===== src/rtl/hzd_pkg.sv =====
`timescale 1ns/1ps
package hzd_pkg;

   typedef enum logic [1:0] {
      SRC_RF  = 2'd0,
      SRC_EX  = 2'd1,
      SRC_MEM = 2'd2,
      SRC_WB  = 2'd3
   } fwd_src_e;

endpackage


===== src/rtl/hzd_stage_match.sv =====
`timescale 1ns/1ps
// Decides whether one pipeline stage is a live writer of one decode source.
module hzd_stage_match #(
   parameter int REG_AW    = 5,
   parameter bit ZERO_HARD = 1'b1
) (
   input  logic              stg_valid,
   input  logic              stg_wen,
   input  logic [REG_AW-1:0] stg_dst,
   input  logic              src_use,
   input  logic [REG_AW-1:0] src_reg,
   output logic              hit
);

   logic same_reg;
   logic live_writer;

   assign same_reg    = (stg_dst == src_reg);
   assign live_writer = stg_valid & stg_wen;

   generate
      if (ZERO_HARD) begin : g_zero_hard
         // register 0 is a constant and must never be bypassed
         assign hit = live_writer & src_use & same_reg & (src_reg != '0);
      end else begin : g_zero_soft
         assign hit = live_writer & src_use & same_reg;
      end
   endgenerate

endmodule


===== src/rtl/hzd_operand_pick.sv =====
`timescale 1ns/1ps
// Priority pick of the forwarding path for one source, plus its stall request.
module hzd_operand_pick
   import hzd_pkg::*;
#(
   parameter int REG_AW    = 5,
   parameter bit WB_BYPASS = 1'b1,
   parameter bit ZERO_HARD = 1'b1
) (
   input  logic              clk,
   input  logic              rst_n,
   input  logic              src_use,
   input  logic [REG_AW-1:0] src_reg,
   input  logic              is_branch,
   input  logic              ex_valid,
   input  logic              ex_wen,
   input  logic              ex_load,
   input  logic [REG_AW-1:0] ex_dst,
   input  logic              mem_valid,
   input  logic              mem_wen,
   input  logic [REG_AW-1:0] mem_dst,
   input  logic              wb_valid,
   input  logic              wb_wen,
   input  logic [REG_AW-1:0] wb_dst,
   output fwd_src_e          sel,
   output logic              stall_req
);

   logic hit_ex;
   logic hit_mem;
   logic hit_wb;

   hzd_stage_match #(.REG_AW(REG_AW), .ZERO_HARD(ZERO_HARD)) u_ex (
      .stg_valid (ex_valid),
      .stg_wen   (ex_wen),
      .stg_dst   (ex_dst),
      .src_use   (src_use),
      .src_reg   (src_reg),
      .hit       (hit_ex)
   );

   hzd_stage_match #(.REG_AW(REG_AW), .ZERO_HARD(ZERO_HARD)) u_mem (
      .stg_valid (mem_valid),
      .stg_wen   (mem_wen),
      .stg_dst   (mem_dst),
      .src_use   (src_use),
      .src_reg   (src_reg),
      .hit       (hit_mem)
   );

   generate
      if (WB_BYPASS) begin : g_wb_path
         hzd_stage_match #(.REG_AW(REG_AW), .ZERO_HARD(ZERO_HARD)) u_wb (
            .stg_valid (wb_valid),
            .stg_wen   (wb_wen),
            .stg_dst   (wb_dst),
            .src_use   (src_use),
            .src_reg   (src_reg),
            .hit       (hit_wb)
         );
      end else begin : g_wb_none
         // register file writes early in the cycle, so no path is needed
         logic wb_unused;
         assign wb_unused = &{wb_valid, wb_wen, wb_dst};
         assign hit_wb    = 1'b0 & wb_unused;
      end
   endgenerate

   // youngest writer wins
   always_comb begin
      if (hit_ex)       sel = SRC_EX;
      else if (hit_mem) sel = SRC_MEM;
      else if (hit_wb)  sel = SRC_WB;
      else              sel = SRC_RF;
   end

   // load data not yet fetched, or branch compare cannot reach memory stage
   assign stall_req = (hit_ex & ex_load) | (is_branch & ~hit_ex & hit_mem);

   p_zero_src_rf_r2: assert property (@(posedge clk) disable iff (!rst_n)
      (ZERO_HARD && src_reg == '0) |-> (sel == SRC_RF && !stall_req));

   p_unused_rf_r4: assert property (@(posedge clk) disable iff (!rst_n)
      !src_use |-> (sel == SRC_RF && !stall_req));

   p_ex_pick_real_r3: assert property (@(posedge clk) disable iff (!rst_n)
      (sel == SRC_EX) |-> (ex_valid && ex_wen && ex_dst == src_reg));

   p_mem_pick_real_r3: assert property (@(posedge clk) disable iff (!rst_n)
      (sel == SRC_MEM) |-> (mem_valid && mem_wen && mem_dst == src_reg));

   p_ex_beats_mem_r1: assert property (@(posedge clk) disable iff (!rst_n)
      (src_use && src_reg != '0 && ex_valid && ex_wen && ex_dst == src_reg)
      |-> (sel == SRC_EX));

endmodule


===== src/rtl/hazard_bypass_unit.sv =====
`timescale 1ns/1ps
// Top: one operand picker per decode source, stall merged across sources.
module hazard_bypass_unit
   import hzd_pkg::*;
#(
   parameter int REG_AW    = 5,
   parameter int NUM_SRC   = 2,
   parameter bit WB_BYPASS = 1'b1,
   parameter bit ZERO_HARD = 1'b1
) (
   input  logic                            clk,
   input  logic                            rst_n,
   input  logic [NUM_SRC-1:0][REG_AW-1:0]  id_src,
   input  logic [NUM_SRC-1:0]              id_src_use,
   input  logic                            id_branch,
   input  logic                            ex_valid,
   input  logic                            ex_wen,
   input  logic                            ex_load,
   input  logic [REG_AW-1:0]               ex_dst,
   input  logic                            mem_valid,
   input  logic                            mem_wen,
   input  logic [REG_AW-1:0]               mem_dst,
   input  logic                            wb_valid,
   input  logic                            wb_wen,
   input  logic [REG_AW-1:0]               wb_dst,
   output logic [NUM_SRC-1:0][1:0]         fwd_sel,
   output logic                            stall,
   output logic                            bubble
);

   localparam int MAX_SRC = 4;
   localparam int MAX_AW  = 8;

   generate
      if (NUM_SRC < 1 || NUM_SRC > MAX_SRC) begin : g_bad_src
         $error("hazard_bypass_unit: NUM_SRC out of range");
      end
      if (REG_AW < 1 || REG_AW > MAX_AW) begin : g_bad_aw
         $error("hazard_bypass_unit: REG_AW out of range");
      end
   endgenerate

   fwd_src_e           sel_w [NUM_SRC];
   logic [NUM_SRC-1:0] req_w;

   generate
      for (genvar gi = 0; gi < NUM_SRC; gi++) begin : g_src
         hzd_operand_pick #(
            .REG_AW    (REG_AW),
            .WB_BYPASS (WB_BYPASS),
            .ZERO_HARD (ZERO_HARD)
         ) u_pick (
            .clk       (clk),
            .rst_n     (rst_n),
            .src_use   (id_src_use[gi]),
            .src_reg   (id_src[gi]),
            .is_branch (id_branch),
            .ex_valid  (ex_valid),
            .ex_wen    (ex_wen),
            .ex_load   (ex_load),
            .ex_dst    (ex_dst),
            .mem_valid (mem_valid),
            .mem_wen   (mem_wen),
            .mem_dst   (mem_dst),
            .wb_valid  (wb_valid),
            .wb_wen    (wb_wen),
            .wb_dst    (wb_dst),
            .sel       (sel_w[gi]),
            .stall_req (req_w[gi])
         );

         assign fwd_sel[gi] = sel_w[gi];

         p_load_use_stall_r5: assert property (@(posedge clk) disable iff (!rst_n)
            (id_src_use[gi] && id_src[gi] != '0 && ex_valid && ex_wen && ex_load
             && ex_dst == id_src[gi]) |-> (stall && bubble));

         p_branch_mem_stall_r8: assert property (@(posedge clk) disable iff (!rst_n)
            (id_branch && id_src_use[gi] && id_src[gi] != '0
             && mem_valid && mem_wen && mem_dst == id_src[gi]
             && !(ex_valid && ex_wen && ex_dst == id_src[gi])) |-> stall);
      end
   endgenerate

   assign stall  = |req_w;
   assign bubble = stall;

   p_stall_has_cause_r10: assert property (@(posedge clk) disable iff (!rst_n)
      stall |-> ((ex_valid && ex_wen && ex_load) || (id_branch && mem_valid && mem_wen)));

endmodule


===== config.mk =====
export PLATFORM = sky130hd
export DESIGN_NAME = hazard_bypass_unit
export DESIGN_NICKNAME = d
export VERILOG_FILES = /design/src/rtl/hzd_pkg.sv /design/src/rtl/hzd_stage_match.sv /design/src/rtl/hzd_operand_pick.sv /design/src/rtl/hazard_bypass_unit.sv
export SDC_FILE = /design/constraint.sdc
export NUM_CORES = 1
export LEC_CHECK = 0
export ABC_AREA = 0
export BUFFER_PORTS_ARGS = -buffer_cell sky130_fd_sc_hd__buf_4
export CAP_MARGIN = 10
export CELL_PAD_IN_SITES_DETAIL_PLACEMENT = 1
export CELL_PAD_IN_SITES_GLOBAL_PLACEMENT = 2
export CORE_MARGIN = 3
export CORE_UTILIZATION = 19
export DETAILED_ROUTE_END_ITERATION = 10
export PLACE_DENSITY = 0.95
export SYNTH_ARGS = -nofsm -noshare
export SYNTH_HDL_FRONTEND = slang
export SYNTH_SLANG_ARGS = --single-unit

===== constraint.sdc =====
create_clock -name vclk -period 2.8
set_input_delay 0.28 -clock vclk [all_inputs]
set_output_delay 0.28 -clock vclk [all_outputs]
set_load 0.1 [all_outputs]

# Word level (Yosys, flattened, before mapping)

Index checks and enable logic that the tools add are counted.

Flip-flop bits (word level): 0
Bits in latches: 0
Memory bits (writable): 0
Memory bits (read-only): 0
Output and inout port bits: 6
Word-level logic and storage cells: 46
Memories: 0

Add/sub/neg operators: 0
Multipliers: 0
Divide/modulo/power cells: 0
Order comparisons: 0
Equality and inequality tests: 6
Shift-type cells: 0
Muxes and demuxes: 6
Bitwise gates (word level): 31
Reduce and logical (&&, ||, !) cells: 3

Operators with widths:

| kind                | count |
|---|---|
| 5-bit equality test | 6 |
| 1-bit AND           | 27 |
| 2-bit two-way mux   | 6 |
| 5-bit nonzero test  | 2 |
| 1-bit inverter      | 2 |
| 1-bit bitwise OR    | 2 |
| 2-bit OR reduction  | 1 |

# Longest topological paths before layout

Depth in word-level cells: 9
Gate-level depth with buffers: 6

# By module

From an unflattened synthesis, not the netlist that was laid out.

Cell total of the unflattened synthesis: 76
Area total of the unflattened synthesis: 496.7 µm²

Modules (own cells, without submodules):

| module             | instances | cells an instance | area an instance (µm²) | seq. area each (µm²) |
|---|---|---|---|---|
| hzd_stage_match    | 6         | 10                | 70.1                   | 0.0 |
| hzd_operand_pick   | 2         | 7                 | 31.3                   | 0.0 |
| hazard_bypass_unit | 1         | 2                 | 13.8                   | 0.0 |

# Worst setup path after synthesis

OpenSTA, ideal clock, no wires.

Path type: in2out
From: input id_src[1] in the netlist's numbering
To: output fwd_sel[0] in the netlist's numbering
Arrival time: 3.190 ns
Required time: 2.520 ns
Path slack: -0.670 ns
Stages: 4
Path buffers: 0
Path through: or4_1 o21ai_2 nor4_1 o21ai_0

RTL lines:

| item        | RTL line                 | RTL |
|---|---|---|
| from (decl) | hazard_bypass_unit.sv:13 | `input logic [NUM_SRC-1:0][REG_AW-1:0] id_src,` |
| to (decl)   | hazard_bypass_unit.sv:26 | `output logic [NUM_SRC-1:0][1:0] fwd_sel,` |

# Worst setup path in the final report

From: input id_src[7] in the netlist's numbering
To: output bubble

Cells in the longest elaborated chain, start to end: 8
Elaborated cells on any way between the ends: 13
Those cells by class: 2 x eq/ne; 9 x bitwise; 2 x reduce/logical

Ends and longest elaborated chain:

| item                    | RTL line                 | RTL |
|---|---|---|
| 5-bit equality test     | hzd_stage_match.sv:18    | `assign same_reg = (stg_dst == src_reg);` |
| 1-bit AND (2 in series) | hzd_stage_match.sv:24    | `assign hit = live_writer & src_use & same_reg & (src_reg != '0);` |
| 1-bit inverter          | hzd_operand_pick.sv:78   | `assign stall_req = (hit_ex & ex_load) \| (is_branch & ~hit_ex & hit_mem);` |
| 1-bit AND (2 in series) | hzd_operand_pick.sv:78   |  |
| 1-bit bitwise OR (*)    | hzd_operand_pick.sv:78   |  |
| 2-bit OR reduction (*)  | hazard_bypass_unit.sv:85 | `assign stall = \|req_w;` |
| to (decl)               | hazard_bypass_unit.sv:28 | `output logic bubble` |

Every way passes the cells marked *; elsewhere a longest branch is shown, timed or not.

==> impl_metrics.py <==
metrics = {
    "timing": {
        "post-route-min-period_ps": 2210,
        "slew_headroom": 0.622,
        "setup_violations": 0,
        "report.final.slew_viol_count": 0,
        "fmax_ghz": 0.453,
        "final.period_utilization": 0.788,
        "finalHoldViolCount": 0,
        "tns_ps": 0,
        "rsz0062_at_grt": "no",
        "worstMarginPinSlew_ps": 562,
    },
    "worst_setup_path": {
        "path_common_cell": "buf_4",
        "cp.arrival_ps": 1930,
        "setup.worst_path.start_class": "primary input",
        "cp_num_buf_inv": 2,
        "cp_cell_sequence": "buf_4 > xnor2_1 > nand4_1 > nor4_1 > a22oi_1 > o21ai_2 > buf_4",
        "critical_path.max_stage_delay_ps": 530,
        "cp_max_fo": 4,
        "crit_slowest_cell": "nor4_1",
        "worstSetupEndpointType": "output pin",
        "critical_path_required_ps": 2520,
        "crit_family": "simple AND/OR/NAND/NOR gates",
        "critPathKind": "primary input to output pin",
    },
    "final_layout": {
        "final-seq-area_um2": 0,
        "syn_to_final_growth_pct": 75.1,
        "antenna_cells": 0,
        "layout-drive-gt1-share": 0.437,
        "seq_cells": 0,
        "final_nets": 142,
        "clock_buffers": 0,
    },
    "floorplanning": {
        "fp.dieH_um": 55.0,
        "start_util": 0.203,
        "rows": 17,
        "die-area_um2": 3030,
        "die_width_um": 55.0,
        "core_area_um2": 2250,
        "ios": 43,
    },
    "route": {
        "vias": 627,
        "post-route-drc-count": 0,
        "post_drt_wl_per_cell_um": 14.7,
        "drtIter0Drc": 5,
        "ant_nets": 0,
        "wl_um": 1920,
        "drt-pass1-iter-count": 4,
        "via_per_inst": 4.79,
    },
    "run_status": {
        "outcome": "completed",
    },
    "clock_network": {
        "cts_setup_buffers": 0,
        "postCtsHoldBufs": 0,
        "cts_resized": 0,
    },
    "synth": {
        "seq_area_frac_synth": 0,
        "yosysTopAreaCell": "xnor2_1",
        "avgSynthCellArea_um2": 7.25,
        "synth_top_area_share": 0.460,
        "ys_warn_count": 0,
        "synth_cell_types": 14,
        "synthesis.area_um2": 457,
        "synth_fp_nets": 100,
        "synth.area.top_cells": "xnor2_1 46%, xor2_1 12%, nand4_1 8.2%",
        "synth_cells": 63,
    },
    "power": {
        "finalPower_mw": 0.116,
        "peakVddDrop_uv": 54.0,
        "leakagePower_nw": 0.318,
        "power.density_nw_per_um2": 145,
    },
    "hold_path": {
        "hold_path_end": "stall",
        "hold-path-cell-count": 4,
        "hold_start": "id_branch",
        "hp-class": "primary input to output pin",
    },
    "grt": {
        "grt_pass1_vias": 631,
        "grtUsageTotal": 0.126,
        "antenna_found_initial": 0,
        "grt_overflow": 0,
        "grt_pass1_wl_um": 2890,
        "grt_max_degree": 5,
    },
    "run": {
        "maxCapViolations": 0,
    },
    "placed_design": {
        "port_buffers": 41,
        "place_congestion": 0.785,
    },
}
-- report_power, final --
part | total, mW | internal (mW) | switching, mW
Combinational | 0.116 | 0.0628 | 0.0532
Clock | 0 | 0 | 0
Sequential | 0 | 0 | 0
Total | 0.116 | 0.0628 | 0.0532
-- cells in the mapped netlist (all sizes together) --
master  number
a21oi        1
a22oi        1
buf          1
inv          3
nand2        3
nand4        6
nor2         2
nor4         5
o21ai        6
or4          5
xnor2       24
xor2         6
-- layout by cell type, fill, tap and decap left out --
cell type / n
nor4_1: 5
o21ai_1: 2
a22oi_1: 1
o21ai_2: 3
a21oi_2: 1
nor2_1: 2
o21ai_0: 1
nand4_1: 6
xnor2_1: 24
or4_1: 5
xor2_1: 6
nand2_1: 3
inv_1: 3
buf_4: 41
-- per-layer routing --
| metal | global-route usage | share of wire | vias to the layer above |
|---|---|---|---|
| met2 | 0.228 | 0.46 | 33 |
| met1 | 0.175 | 0.43 | 286 |
| met5 | 0 | 0 | - |
| met3 | 0.00536 | 0.11 | 0 |
| li1 | - | - | 308 |
| met4 | 0 | 0 | 0 |
-- cell families (layout without fill, tap and decap cells) --
kind of cell              Yosys count  count (layout)  synth area share
AOI/OAI and AO/OA                   8               8             0.110
xor gates and xnor gates           30              30             0.575
buffers and inverters               4              44            0.0411
and+or+nand+nor                    21              21             0.274
-- per-stage QoR --
step	std cells	instance area [µm²]	util	setup slack, ps	hold WS (ps)
final	131	800	0.355	593	1020
after detailed placement	131	800	0.355	613	1030
after global routing	131	800	0.355	437	1050
after CTS	131	800	0.355	608	1030
after floorplan	63	464	-	17.0	919
after global placement	131	800	0.355	638	1010
-- worst max-delay path by stage --
stage	start	endpoint	slack, ps	depth (start not counted)
6_report	id_src[7]	bubble	590	7
5_1_grt	id_src[7]	bubble	440	7
2_1_floorplan	id_src[8]	stall	20	6
4_1_cts	id_src[8]	bubble	610	7
3_5_place_dp	id_src[8]	bubble	610	7
3_3_place_gp	id_src[8]	stall	640	7
-- worst min-delay path, delay by kind of cell --
| kind | cells | cell delay (ps) |
|---|---|---|
| AO/OA/AOI/OAI | 1 | 60 |
| buffers and inverters | 3 | 400 |
-- final cells by class --
| class | instances | area [µm²] |
|---|---|---|
| timing repair buffer | 41 | 308 |
| fill | 309 | 1460 |
| tap | 28 | 35.0 |
| inverter | 3 | 11.3 |
| multi-input combinational | 59 | 445 |
(Power assumes the default switching activity.)
